$ cat config.mk
export PLATFORM = sky130hd
export DESIGN_NAME = fp32_to_int
export DESIGN_NICKNAME = d
export VERILOG_FILES = /design/src/rtl/fp2i_pkg.sv /design/src/rtl/fp2i_unpack.sv /design/src/rtl/fp2i_align.sv /design/src/rtl/fp2i_saturate.sv /design/src/rtl/fp32_to_int.sv
export SDC_FILE = /design/constraint.sdc
export NUM_CORES = 1
export LEC_CHECK = 0
export ABC_AREA = 1
export BUFFER_PORTS_ARGS = -buffer_cell sky130_fd_sc_hd__buf_2
export CAP_MARGIN = 20
export CELL_PAD_IN_SITES_DETAIL_PLACEMENT = 0
export CELL_PAD_IN_SITES_GLOBAL_PLACEMENT = 1
export CORE_UTILIZATION = 35
export CTS_BUF_LIST = sky130_fd_sc_hd__clkbuf_4
export DETAILED_ROUTE_END_ITERATION = 12
export GPL_TIMING_DRIVEN = 1
export PLACE_DENSITY = 0.68
export REMOVE_ABC_BUFFERS = 1
export SLEW_MARGIN = 20
export SYNTH_ARGS = -nofsm -noshare
export SYNTH_HDL_FRONTEND = slang
export SYNTH_SLANG_ARGS = --single-unit
$ cat constraint.sdc
create_clock -name clk -period 1 [get_ports clk]
set_input_delay 0.1 -clock clk [delete_from_list [all_inputs] [get_ports clk]]
set_output_delay 0.1 -clock clk [all_outputs]
set_load 0.05 [all_outputs]
$ cat src/rtl/fp2i_pkg.sv
package fp2i_pkg;

  localparam int FLT_W  = 32;
  localparam int EXP_W  = 8;
  localparam int MAN_W  = 23;
  localparam int BIAS   = 127;
  localparam int INT_W  = 32;
  localparam int PAD_W  = INT_W - 2 - MAN_W;
  localparam int SH_W   = $clog2(INT_W + 1);

  // exponent thresholds for the three numeric paths
  localparam logic [EXP_W-1:0] SAT_EXP  = EXP_W'(BIAS + INT_W);
  localparam logic [EXP_W-1:0] TOP_EXP  = EXP_W'(BIAS + INT_W - 1);
  localparam logic [EXP_W-1:0] HALF_EXP = EXP_W'(BIAS - 1);

  localparam logic [INT_W-1:0] U_MAX = {INT_W{1'b1}};
  localparam logic [INT_W-1:0] S_MAX = {1'b0, {(INT_W-1){1'b1}}};
  localparam logic [INT_W-1:0] S_MIN = {1'b1, {(INT_W-1){1'b0}}};

  typedef enum logic [1:0] {
    RM_NEAR = 2'b00,
    RM_UP   = 2'b01,
    RM_DOWN = 2'b10,
    RM_ZERO = 2'b11
  } rmode_e;

  typedef enum logic [1:0] {
    RG_ZERO = 2'b00,
    RG_TINY = 2'b01,
    RG_MID  = 2'b10,
    RG_SAT  = 2'b11
  } range_e;

  typedef struct packed {
    logic              neg;
    logic [EXP_W-1:0]  bexp;
    logic [INT_W-1:0]  sig;
    range_e            rng;
    logic              denorm;
    logic              nan;
  } fclass_t;

endpackage

$ cat src/rtl/fp2i_unpack.sv
module fp2i_unpack
  import fp2i_pkg::*;
(
  input  logic [FLT_W-1:0] fp_i,
  output fclass_t          cls_o
);

  logic [EXP_W-1:0] bexp;
  logic [MAN_W-1:0] frac;
  logic             exp_zero;
  logic             exp_ones;
  logic             frac_nz;
  logic             hidden;

  always_comb begin
    bexp     = fp_i[FLT_W-2 -: EXP_W];
    frac     = fp_i[MAN_W-1:0];
    exp_zero = (bexp == '0);
    exp_ones = (bexp == {EXP_W{1'b1}});
    frac_nz  = (frac != '0);
    hidden   = !exp_zero;

    cls_o.neg    = fp_i[FLT_W-1];
    cls_o.bexp   = bexp;
    // hidden bit sits one below the top bit of the word
    cls_o.sig    = {1'b0, hidden, frac, {PAD_W{1'b0}}};
    cls_o.denorm = exp_zero && frac_nz;
    cls_o.nan    = exp_ones && frac_nz;

    if (exp_zero && !frac_nz)
      cls_o.rng = RG_ZERO;
    else if (bexp >= SAT_EXP)
      cls_o.rng = RG_SAT;
    else if (bexp >= HALF_EXP)
      cls_o.rng = RG_MID;
    else
      cls_o.rng = RG_TINY;
  end

endmodule

$ cat src/rtl/fp2i_align.sv
module fp2i_align
  import fp2i_pkg::*;
(
  input  logic [INT_W-1:0] sig_i,
  input  logic [EXP_W-1:0] bexp_i,
  input  logic             neg_i,
  input  rmode_e           rm_i,
  output logic [INT_W-1:0] ipart_o,
  output logic [INT_W-1:0] rem_o,
  output logic             bump_o
);

  logic [EXP_W-1:0]    sh_full;
  logic [SH_W-1:0]     sh;
  logic [2*INT_W-1:0]  seed;
  logic [2*INT_W-1:0]  wide;
  logic [INT_W-1:0]    incr;
  logic [INT_W-1:0]    rsum;

  always_comb begin
    // only meaningful on the mid path, where it spans 0..INT_W
    sh_full = TOP_EXP - bexp_i;
    sh      = sh_full[SH_W-1:0];
    seed    = {sig_i, {INT_W{1'b0}}};
    wide    = (seed << 1) >> sh;
    ipart_o = wide[2*INT_W-1:INT_W];
    rem_o   = wide[INT_W-1:0];

    unique case (rm_i)
      RM_NEAR: incr = S_MIN - {{(INT_W-1){1'b0}}, !ipart_o[0]};
      RM_ZERO: incr = '0;
      default: incr = ((rm_i == RM_UP) ^ neg_i) ? U_MAX : '0;
    endcase

    rsum   = rem_o + incr;
    bump_o = (rsum < rem_o);
  end

endmodule

$ cat src/rtl/fp2i_saturate.sv
module fp2i_saturate
  import fp2i_pkg::*;
(
  input  range_e           rng_i,
  input  logic             neg_i,
  input  logic             nan_i,
  input  logic             signed_i,
  input  rmode_e           rm_i,
  input  logic [INT_W-1:0] ipart_i,
  input  logic [INT_W-1:0] rem_i,
  input  logic             bump_i,
  output logic [INT_W-1:0] res_o,
  output logic             inv_o,
  output logic             inx_o
);

  logic [INT_W-1:0] mag;
  logic [INT_W-1:0] lim;
  logic             rem_nz;

  always_comb begin
    res_o  = '0;
    inv_o  = 1'b0;
    inx_o  = 1'b0;
    mag    = ipart_i;
    lim    = neg_i ? S_MIN : S_MAX;
    rem_nz = (rem_i != '0);

    unique case (rng_i)
      RG_ZERO: begin
        res_o = '0;
      end

      RG_SAT: begin
        inv_o = 1'b1;
        if (signed_i)
          res_o = neg_i ? S_MIN : S_MAX;
        else
          res_o = (neg_i && !nan_i) ? '0 : U_MAX;
      end

      RG_MID: begin
        if (signed_i) begin
          if (bump_i && (ipart_i != U_MAX))
            mag = ipart_i + INT_W'(1);
          if (mag > lim) begin
            mag   = lim;
            inv_o = 1'b1;
          end else begin
            inx_o = rem_nz;
          end
          res_o = neg_i ? (~mag + INT_W'(1)) : mag;
        end else begin
          if (bump_i) begin
            if (ipart_i != U_MAX)
              mag = ipart_i + INT_W'(1);
            else
              inv_o = 1'b1;
          end
          if ((mag != '0) && neg_i) begin
            res_o = '0;
            inv_o = 1'b1;
          end else begin
            res_o = mag;
            inx_o = rem_nz;
          end
        end
      end

      default: begin
        inx_o = 1'b1;
        if ((rm_i == RM_UP) && !neg_i)
          res_o = INT_W'(1);
        else if ((rm_i == RM_DOWN) && neg_i) begin
          if (signed_i)
            res_o = U_MAX;
          else
            inv_o = 1'b1;
        end
      end
    endcase
  end

endmodule

$ cat src/rtl/fp32_to_int.sv
module fp32_to_int
  import fp2i_pkg::*;
(
  input  logic             clk,
  input  logic             rst_n,
  input  logic [FLT_W-1:0] fp_in,
  input  logic             signed_sel,
  input  logic [1:0]       rnd_mode,
  input  logic             trunc_force,
  output logic [INT_W-1:0] int_out,
  output logic             invalid_o,
  output logic             inexact_o,
  output logic             denorm_o
);

  fclass_t          cls;
  rmode_e           rm_eff;
  logic [INT_W-1:0] ipart;
  logic [INT_W-1:0] rem;
  logic             bump;
  logic [INT_W-1:0] res_nx;
  logic             inv_nx;
  logic             inx_nx;
  logic             den_nx;

  always_comb begin
    rm_eff = trunc_force ? RM_ZERO : rmode_e'(rnd_mode);
    den_nx = cls.denorm;
  end

  fp2i_unpack u_unpack (
    .fp_i  (fp_in),
    .cls_o (cls)
  );

  fp2i_align u_align (
    .sig_i   (cls.sig),
    .bexp_i  (cls.bexp),
    .neg_i   (cls.neg),
    .rm_i    (rm_eff),
    .ipart_o (ipart),
    .rem_o   (rem),
    .bump_o  (bump)
  );

  fp2i_saturate u_sat (
    .rng_i    (cls.rng),
    .neg_i    (cls.neg),
    .nan_i    (cls.nan),
    .signed_i (signed_sel),
    .rm_i     (rm_eff),
    .ipart_i  (ipart),
    .rem_i    (rem),
    .bump_i   (bump),
    .res_o    (res_nx),
    .inv_o    (inv_nx),
    .inx_o    (inx_nx)
  );

  always_ff @(posedge clk or negedge rst_n) begin
    if (!rst_n) begin
      int_out   <= '0;
      invalid_o <= 1'b0;
      inexact_o <= 1'b0;
      denorm_o  <= 1'b0;
    end else begin
      int_out   <= res_nx;
      invalid_o <= inv_nx;
      inexact_o <= inx_nx;
      denorm_o  <= den_nx;
    end
  end


  den_inx_chk: assert property (@(posedge clk) disable iff (!rst_n)
    den_nx |-> inx_nx);


  zero_quiet_chk: assert property (@(posedge clk) disable iff (!rst_n)
    (fp_in[FLT_W-2:0] == '0) |-> (res_nx == '0 && !inv_nx && !inx_nx && !den_nx));


  s_clamp_chk: assert property (@(posedge clk) disable iff (!rst_n)
    (signed_sel && inv_nx) |-> (res_nx == S_MAX || res_nx == S_MIN));


  u_sat_chk: assert property (@(posedge clk) disable iff (!rst_n)
    (!signed_sel && inv_nx) |-> (res_nx == '0 || res_nx == U_MAX));


  u_neg_chk: assert property (@(posedge clk) disable iff (!rst_n)
    (!signed_sel && fp_in[FLT_W-1] && !inv_nx) |-> (res_nx == '0));

endmodule

==> results.cfg, run 1 <==
[outcome]
status = finished, violations left
violations = negative setup slack

[place]
io_buffer_count = 72
dpl-instance-area_um2 = 14190
place_hpwl_um = 31760
post-place-cells = 2612
routabilityCongestion = 0.9449

[layout]
syn2layout_area_growth_pct = 82.85
utilization_pct = 65.50
finalNonFillerCells = 2761
stdcell_area_um2 = 17700
drive_above_1_share_pct = 46.84
finalNetCount = 2562

[power]
pwr-share-comb_pct = 93.5
vdd_drop_max_v = 0.001116
sw_frac_of_total_pct = 51.45
cellPowerDensity_nw_per_um2 = 2140
p_sw_mw = 19.49
power_mw = 37.89
p_clk_share_pct = 2.1
p_leak_nw = 9.472
p_int_mw = 18.40
seq_power_share_pct = 4.3

[worst_hold_path]
hp-class = in -> reg
hp-start = fp_in[29]

[cts]
cts_made_buffers = 5
cts.clk_slew.worst_paths_ns = 0.12
htreeDepth = 2
cts_buffer_depth = 2
cts_sinks = 35
cts-root-buf = clkbuf_4
cts_tree = yes

[yosys]
synthCells = 1742
synthFlopType = dfrtp_1
yosysTopAreaCell = nand2_1
ys_seq_area_share_pct = 9.046
synth_warnings = 0
async_flop_share_pct = 100.0
netlist.area_leader.share_pct = 23.65
postSynthAreaPerCell_um2 = 5.558
ys_ff_latch = 35
synth.cell_area_um2 = 9682
synth_cell_types = 56
synth_edf_count = 0
synth.area.top_cells = nand2_1 (24%), ha_1 (13%), dfrtp_1 (9.0%), nand3_1 (7.8%), nor2_1 (6.8%)

[global_route]
grt_overflow = 0
grt_usage_pct = 29.12
grt_max_degree = 66
antenna_found_initial = 1
grt_pass1_vias = 13622
grt_pass1_wl_um = 67100

[setup_path]
path_common_cell = buf_4
cp_data_arrival_time_ns = 8.94
crit_buf_inv = 22
cp-start-kind = input pin
required_ns = 1.31
cp_slowest_stage_delay_ns = 0.36
crit_slowest_cell = fa_2
cp_num_cells = 65
crit_start = fp_in[23]
path_delay_family = simple AND/OR/NAND/NOR gates
worstSetupPathType = in -> reg
crit_path_end_kind = register
cp_max_fo = 11
cp-endpoint = int_out[31]

[timing]
final-setup-viol-count = 69
tightestPinTransition_ns = 1.145
rsz0062_at_grt = true
setup_ws_ns = -7.622
hold-worst-slack_ns = 0.1039
hold_viol = 0
period_share_pct = 862.2
slew_headroom_pct = 23.69
finalCriticalPeriod_ns = 8.622
timing.fmax_ghz = 0.1160
maxSlewViolCount = 0

[routing]
wl_met1_um = 18210
top_layer_used = met4
wl_um = 44580
wl_per_cell_um = 16.15
drc = 0
ant_nets = 0
via_count = 14255
drtIter0Drc = 867
routed-wl-met2_um = 22020
drt-pass1-iter-count = 6
dr_wl_met3_um = 2023
vias_per_cell = 5.163

[die]
die_w_um = 168.3
core-area_um2 = 27030
io_pins = 73
dieArea_um2 = 28330
die_h_um = 168.3
rows = 60
start_util_pct = 35.82

[run]
maxCapViolCount = 0
[per-layer routing]
layer	track usage [%]	vias up
li1	-	7066
met1	35.50	6585
met2	54.03	447
met3	1.646	157
met4	9.644	0
met5	0	-
[flip-flops by register name, indices dropped and copies added (netlist names)]
| name | cells |
|---|---|
| denorm_o | 1 |
| invalid_o | 1 |
| inexact_o | 1 |
| int_out | 32 |
[worst min-delay path, delay by kind of cell]
family / cells / cell delay [ns]
buffers and inverters: 3 / 0.16
AND/OR/NAND/NOR: 3 / 0.19
[layout make-up]
type / instances / area (um^2)
Antenna cell: 1 / 2.502
Clock buffer: 5 / 37.54
Clock inverter: 2 / 8.758
Fill cell: 2355 / 9323
Inverter: 183 / 723.2
Multi-Input combinational cell: 1458 / 9470
Sequential cell: 35 / 875.8
Tap cell: 341 / 426.7
Timing Repair Buffer: 735 / 6151
Timing Repair inverter: 1 / 7.507
[worst min path at each step]
| stage | endpoint | slack [ns] | cells past startpoint |
|---|---|---|---|
| 5_1_grt | denorm_o | 0.14 | 6 |
| 4_1_cts | denorm_o | 0.11 | 6 |
| 3_3_place_gp | int_out[3] | 0.07 | 2 |
| 6_report | denorm_o | 0.10 | 6 |
| 2_1_floorplan | denorm_o | -0.20 | 0 |
| 3_5_place_dp | int_out[3] | 0.08 | 2 |
[power by group through the flow]
stage | combinational (mW) | sequential [mW] | clock (mW)
floorplan | 10.7 | 2.17 | 0
global placement | 23.7 | 1.63 | 0
detailed placement | 24.0 | 1.63 | 0
CTS | 29.0 | 1.64 | 0.817
global route | 37.9 | 1.66 | 0.863
finish | 35.4 | 1.64 | 0.811
[what timing repair did]
| action | in CTS | in global routing |
|---|---|---|
| gates resized for setup | 294 | 311 |
| pin swaps | 67 | 158 |
| hold endpoints to repair | 35 | 0 |
| setup endpoints to repair | 70 | 70 |
| gates cloned | 8 | 2 |
| setup buffers | 91 | 53 |
| hold buffers | 1 | 0 |
[Yosys cell counts (2+ instances only)]
library cell / count
nor4_1: 14
a22oi_1: 3
nand3_2: 2
xnor2_1: 12
clkbuf_1: 22
nor2_2: 7
o31ai_1: 2
o21ai_1: 20
nor2_4: 4
mux2i_1: 4
xor2_1: 41
nor2_1: 176
inv_1: 169
dfrtp_1: 35
a21boi_0: 2
o221a_2: 2
nand2_1: 610
xor2_2: 3
a21oi_1: 81
buf_4: 6
o211ai_1: 15
nand3_1: 151
o21ai_0: 79
nand2_2: 8
o21ai_2: 3
nor3_2: 2
inv_2: 13
o21a_1: 7
buf_1: 11
nand4_1: 33
o221ai_1: 4
nand3b_1: 3
or2_2: 9
and2_1: 2
a21oi_2: 13
buf_2: 21
o22ai_1: 9
a211oi_1: 8
ha_1: 104
nor3_1: 10
buf_6: 7
[through the flow]
step	setup WS, ns	TNS (ns)
2_1_floorplan	-10.63	-349.84
3_3_place_gp	-8.043	-264.90
3_5_place_dp	-8.210	-270.94
4_1_cts	-7.191	-239.50
5_1_grt	-8.056	-262.94
6_report	-7.622	-247.80
[kinds of logic after synthesis]
kind of cell / count (synthesis) / synth area share, %
simple gates: 1036 / 45.21
compound gates: 254 / 15.30
buf+inv: 251 / 10.92
fa+ha+maj: 105 / 13.65
xor+xnor: 57 / 5.467
flops: 35 / 9.046
mux: 4 / 0.4136
[placed cells by master (no fill, tap or decap), types with 16 or more instances in the layout]
| master | netlist | routed |
|---|---|---|
| buf_4 | 6 | 590 |
| nand2_1 | 610 | 491 |
| inv_1 | 169 | 141 |
| nor2_1 | 176 | 133 |
| nand2_2 | 8 | 99 |
| nand3_1 | 151 | 92 |
| ha_1 | 104 | 85 |
| buf_6 | 7 | 74 |
| a21oi_1 | 81 | 68 |
| nand3_2 | 2 | 46 |
| o21ai_1 | 20 | 43 |
| xor2_1 | 41 | 41 |
| o21ai_0 | 79 | 40 |
| dfrtp_1 | 35 | 35 |
| buf_2 | 21 | 34 |
| nand4_1 | 33 | 33 |
| inv_2 | 13 | 30 |
| nor2_4 | 4 | 30 |
| nand2_4 | 1 | 26 |
| nor2_2 | 7 | 24 |
| a21oi_2 | 13 | 24 |
| buf_12 | 0 | 21 |
| ha_4 | 0 | 19 |
| o21ai_2 | 3 | 16 |
Note: power is estimated with default switching activity, not from simulation.
==> inputs of run 2 (changes only) <==
--- a/config.mk
+++ b/config.mk
@@ -5,7 +5,6 @@
 export SDC_FILE = /design/constraint.sdc
 export NUM_CORES = 1
 export LEC_CHECK = 0
-export ABC_AREA = 1
 export BUFFER_PORTS_ARGS = -buffer_cell sky130_fd_sc_hd__buf_2
 export CAP_MARGIN = 20
 export CELL_PAD_IN_SITES_DETAIL_PLACEMENT = 0
@@ -14,8 +13,9 @@
 export CTS_BUF_LIST = sky130_fd_sc_hd__clkbuf_4
 export DETAILED_ROUTE_END_ITERATION = 12
 export GPL_TIMING_DRIVEN = 1
-export PLACE_DENSITY = 0.68
+export PLACE_DENSITY = 0.63
 export REMOVE_ABC_BUFFERS = 1
+export SKIP_LAST_GASP = 1
 export SLEW_MARGIN = 20
 export SYNTH_ARGS = -nofsm -noshare
 export SYNTH_HDL_FRONTEND = slang
==> results.cfg, run 2 <==
[routing]
ant_nets = 0
via_count = 13690
vias_per_cell = 5.718
routed-wl-met2_um = 22580
wl_met1_um = 19440
drc = 0
wl_um = 47270
dr_wl_met3_um = 1938
wl_per_cell_um = 19.75
top_layer_used = met4
drtIter0Drc = 1071
drt-pass1-iter-count = 8

[yosys]
synth.cell_area_um2 = 9816
synth.area.top_cells = ha_1 (13%), dfrtp_1 (8.9%), nand2_1 (5.0%), o21ai_0 (4.8%), mux4_2 (4.8%)
ys_seq_area_share_pct = 8.923
ys_ff_latch = 35
ys_top_cells_by_count = nand2_1 (131), nor2_1 (121), ha_1 (104)
synth_warnings = 0
postSynthAreaPerCell_um2 = 7.320
async_flop_share_pct = 100.0
synthCells = 1341
synth_cell_types = 105
yosysTopAreaCell = ha_1
synth.most_common_cell = nand2_1
synthFlopType = dfrtp_1
synth_edf_count = 0
netlist.area_leader.share_pct = 13.26

[global_route]
grt_overflow = 0
antenna_found_initial = 1
grt_pass1_vias = 13566
grt_usage_pct = 32.38
grt_pass1_wl_um = 73220
grt_max_degree = 59

[timing]
slew_headroom_pct = 43.44
hold_viol = 0
maxSlewViolCount = 0
rsz0062_at_grt = true
finalSetupTns_ns = -326.16
finalCriticalPeriod_ns = 10.91
period_share_pct = 1091
timing.fmax_ghz = 0.09168
final-setup-viol-count = 59
setup_ws_ns = -9.908
tightestPinTransition_ns = 0.8483

[layout]
fillers = 2466
syn2layout_area_growth_pct = 73.28
final_cell_mix = buf_4 (619), nand2_1 (120), nor2_1 (117)
drive_above_1_share_pct = 48.59
largest_reg_flops = 32
top_register = int_out
finalNetCount = 2163
utilization_pct = 62.42
final_common_cell = buf_4
finalNonFillerCells = 2394

[place]
post-place-cells = 2262
routabilityCongestion = 0.9951
place_hpwl_um = 37150
post-place-ws_ns = -11.19
io_buffer_count = 72

[cts]
cts_sinks = 35
cts-root-buf = clkbuf_4
cts.clk_slew.worst_paths_ns = 0.12
cts_tree = yes
cts_made_buffers = 5
cts_buffer_depth = 2
htreeDepth = 2

[power]
vdd_drop_max_v = 0.0006075
p_leak_nw = 8.131
cellPowerDensity_nw_per_um2 = 1099
p_int_mw = 9.763
seq_power_share_pct = 8.4
sw_frac_of_total_pct = 47.76
p_sw_mw = 8.928
pwr-share-comb_pct = 87.3
p_clk_share_pct = 4.3

[setup_path]
cp_slowest_stage_delay_ns = 0.55
required_ns = 1.25
path_common_cell = buf_4
crit_buf_inv = 43
crit_slowest_cell = mux4_2
cp_data_arrival_time_ns = 11.15
path_delay_family = buffers and inverters
cp_num_cells = 69
crit_path_end_kind = register
cp_max_fo = 7
cp-start-kind = input pin
worstSetupPathType = in -> reg

[outcome]
status = finished, violations left
violations = negative setup slack

[die]
core-area_um2 = 27250
die_w_um = 169.5
die_h_um = 169.5
start_util_pct = 36.02
io_pins = 73
dieArea_um2 = 28720
rows = 60

[run]
maxCapViolCount = 0

[worst_hold_path]
hp-class = in -> async
==> run 2: changes by cell type after synthesis, sizes merged, moves of 27 or more <==
cell,previous run,this run
nand3,153,39
nand2,619,131
xor2,44,17
inv,183,63
nor2,187,122
nor3,12,52
==> run 2: final timing paths <==
path / start / end / slack (ns)
min in group clk: fp_in[28] / denorm_o / 0.17
setup / recovery: fp_in[24] / int_out[23] / -9.91
hold / removal: rst_n / int_out[24] / 0.15
max in group asynchronous: rst_n / int_out[11] / 0.42
==> run 2: power by group through the flow <==
| stage | Sequential [mW] | Clock, mW | Combinational, mW |
|---|---|---|---|
| after floorplan | 2.00 | 0 | 6.32 |
| after global placement | 1.58 | 0 | 13.2 |
| after detailed placement | 1.58 | 0 | 13.3 |
| after CTS | 1.58 | 0.837 | 15.2 |
| after global routing | 1.59 | 0.881 | 17.4 |
| final | 1.58 | 0.804 | 16.3 |
==> run 2: routing by layer <==
layer  up-vias  global-route usage, %
met1      6548                  38.34
met5         -                      0
met3       158                  2.449
met2       490                  56.00
met4         0                  21.90
li1       6494                      -
==> run 2: kinds of logic after synthesis <==
group / count (synthesis) / share of synthesized area (%)
adders and majority gates: 105 / 13.46
xor gates and xnor gates: 51 / 5.048
DFF: 35 / 8.923
muxes: 68 / 9.866
buffers and inverters: 127 / 5.672
AOI/OAI and AO/OA: 441 / 30.27
and+or+nand+nor: 514 / 26.76
==> run 2: final cells by class <==
| type | instances | area, um^2 | area share (%) |
|---|---|---|---|
| multi-input cells | 1179 | 9485 | 55.77 |
| repair buffers | 736 | 5878 | 34.56 |
| flip-flops and latches | 35 | 875.8 | 5.149 |
| well taps | 372 | 465.4 | 2.737 |
| inverters | 63 | 244.0 | 1.434 |
| clock buffers | 5 | 37.54 | 0.2207 |
| clock inverters | 3 | 20.02 | 0.1177 |
| diodes | 1 | 2.502 | 0.01471 |
==> run 2: repair_timing <==
item	in CTS	in global routing
hold buffers	1	0
pin swaps	79	89
gates cloned	3	0
gates resized for setup	234	117
endpoints found under the setup margin	70	70
buffers inserted	103	26
endpoints found under the hold margin	35	0
==> run 2: per-stage QoR <==
step | cell area, um^2 | hold WS (ns) | power, mW
3_5_place_dp | 14460 | 0.006774 | 14.87
4_1_cts | 16290 | 0.1406 | 17.59
6_report | 17010 | 0.1493 | 18.69
2_1_floorplan | 9495 | -0.1956 | 8.320
3_3_place_gp | 14460 | 0.003824 | 14.73
5_1_grt | 17010 | 0.1638 | 19.91
==> inputs of run 3 (changes only) <==
--- a/config.mk
+++ b/config.mk
@@ -5,6 +5,7 @@
 export SDC_FILE = /design/constraint.sdc
 export NUM_CORES = 1
 export LEC_CHECK = 0
+export ABC_AREA = 1
 export BUFFER_PORTS_ARGS = -buffer_cell sky130_fd_sc_hd__buf_2
 export CAP_MARGIN = 20
 export CELL_PAD_IN_SITES_DETAIL_PLACEMENT = 0
@@ -13,7 +14,7 @@
 export CTS_BUF_LIST = sky130_fd_sc_hd__clkbuf_4
 export DETAILED_ROUTE_END_ITERATION = 12
 export GPL_TIMING_DRIVEN = 1
-export PLACE_DENSITY = 0.63
+export PLACE_DENSITY = 0.68
 export REMOVE_ABC_BUFFERS = 1
 export SKIP_LAST_GASP = 1
 export SLEW_MARGIN = 20
==> results.cfg, run 3 (same netlist as run 1, synthesis figures left out) <==
[timing]
finalSetupTns_ns = -244.29
period_share_pct = 835.8
rsz0062_at_grt = true
hold_viol = 0
setup_ws_ns = -7.358
timing.fmax_ghz = 0.1196
tightestPinTransition_ns = 1.160
final-setup-viol-count = 63
maxSlewViolCount = 0
finalCriticalPeriod_ns = 8.358
slew_headroom_pct = 22.64

[die]
die_h_um = 168.3
io_pins = 73
core-area_um2 = 27030
start_util_pct = 35.82
rows = 60
die_w_um = 168.3
dieArea_um2 = 28330

[cts]
htreeDepth = 2
cts.clk_slew.worst_paths_ns = 0.12
cts_made_buffers = 5
cts-root-buf = clkbuf_4
cts_sinks = 35
cts_tree = yes
cts_buffer_depth = 2

[layout]
top_register = int_out
final_cell_mix = buf_4 (591), nand2_1 (481), inv_1 (144)
drive_above_1_share_pct = 47.16
finalNetCount = 2558
final_common_cell = buf_4
stdcell_area_um2 = 17700
fillers = 2368
largest_reg_flops = 32
syn2layout_area_growth_pct = 82.85

[place]
dpl-instance-area_um2 = 14190
io_buffer_count = 72
routabilityCongestion = 0.9449
place_hpwl_um = 31760

[setup_path]
cp_data_arrival_time_ns = 8.62
path_common_cell = buf_4
path_delay_family = simple AND/OR/NAND/NOR gates
cp-start-kind = input pin
cp_num_cells = 66
crit_path_end_kind = register
crit_buf_inv = 21
cp_slowest_stage_delay_ns = 0.36
cp_max_fo = 11
crit_slowest_cell = fa_2
required_ns = 1.26
worstSetupPathType = in -> reg

[routing]
via_count = 14164
wl_um = 44130
wl_per_cell_um = 16.01
drtIter0Drc = 1010
vias_per_cell = 5.137
drt-pass1-iter-count = 5
ant_nets = 0
drc = 0

[global_route]
grt_pass1_vias = 13576
grt_pass1_wl_um = 66860
met1_usage_pct = 35.43
busiest_layer = met2
grt_overflow = 0
antenna_found_initial = 1
met2_usage_pct = 53.98
grt_max_degree = 66
grt_usage_pct = 29.02
met3_usage_pct = 1.598

[run]
maxCapViolCount = 0

[outcome]
status = finished, violations left
violations = negative setup slack

[worst_hold_path]
hp-class = in -> reg
whs_path_depth = 6
hold_end = denorm_o
hp-start = fp_in[29]

[power]
vdd_drop_max_v = 0.001073
cellPowerDensity_nw_per_um2 = 2141
p_leak_nw = 9.459
power_mw = 37.90
run 3: through the flow:
step                worst slack, ns  util [%]  hold WS [ns]  cells
finish                       -7.358     65.50        0.1104   2757
global route                 -7.861     65.50        0.1567   2757
CTS                          -7.191     59.62        0.1358   2718
detailed placement           -8.210     52.49       0.07646   2612
global placement             -8.043     52.49       0.07190   2612
floorplan                    -10.63         -       -0.1956   1674
run 3: area by class of cell:
type                            count  area, um^2  area share (%)
Inverter                          183       720.7           4.071
Sequential cell                    35       875.8           4.947
Timing Repair inverter              1       7.507         0.04241
Clock buffer                        5       37.54          0.2120
Multi-Input combinational cell   1459        9540           53.89
Clock inverter                      2       8.758         0.04947
Antenna cell                        1       2.502         0.01414
Timing Repair Buffer              730        6083           34.36
Tap cell                          341       426.7           2.410
run 3: worst max-delay path by stage:
stage	startpoint	end	slack, ns
final	fp_in[23]	int_out[12]	-7.36
after global routing	fp_in[23]	int_out[10]	-7.86
after CTS	fp_in[23]	int_out[20]	-7.19
after detailed placement	fp_in[23]	int_out[22]	-8.21
after global placement	fp_in[23]	int_out[26]	-8.04
after floorplan	fp_in[23]	int_out[26]	-10.63
run 3: power breakdown:
group	total [mW]	switching, mW	internal [mW]	leakage [nW]
clock network	0.808	0.558	0.250	0.0285
registers	1.64	0.0726	1.57	0.461
logic	35.4	19.0	16.5	8.97
total	37.9	19.6	18.3	9.46
run 3: layer usage:
layer  routed length [um]  share of wire [%]  vias to the layer above
met2                22170                 50                      420
met4                 1755                4.0                        0
li1                     -                  -                     7062
met5                    0                  0                        -
met1                18420                 42                     6565
met3                 1790                4.1                      117
run 3: what timing repair did:
| action | in CTS | in global routing |
|---|---|---|
| resized for setup | 273 | 333 |
| buffers inserted | 91 | 44 |
| pin swaps | 66 | 157 |
| endpoints found under the hold margin | 35 | 0 |
| gates cloned | 8 | 5 |
| hold buffers | 1 | 0 |
| endpoints found under the setup margin | 70 | 70 |
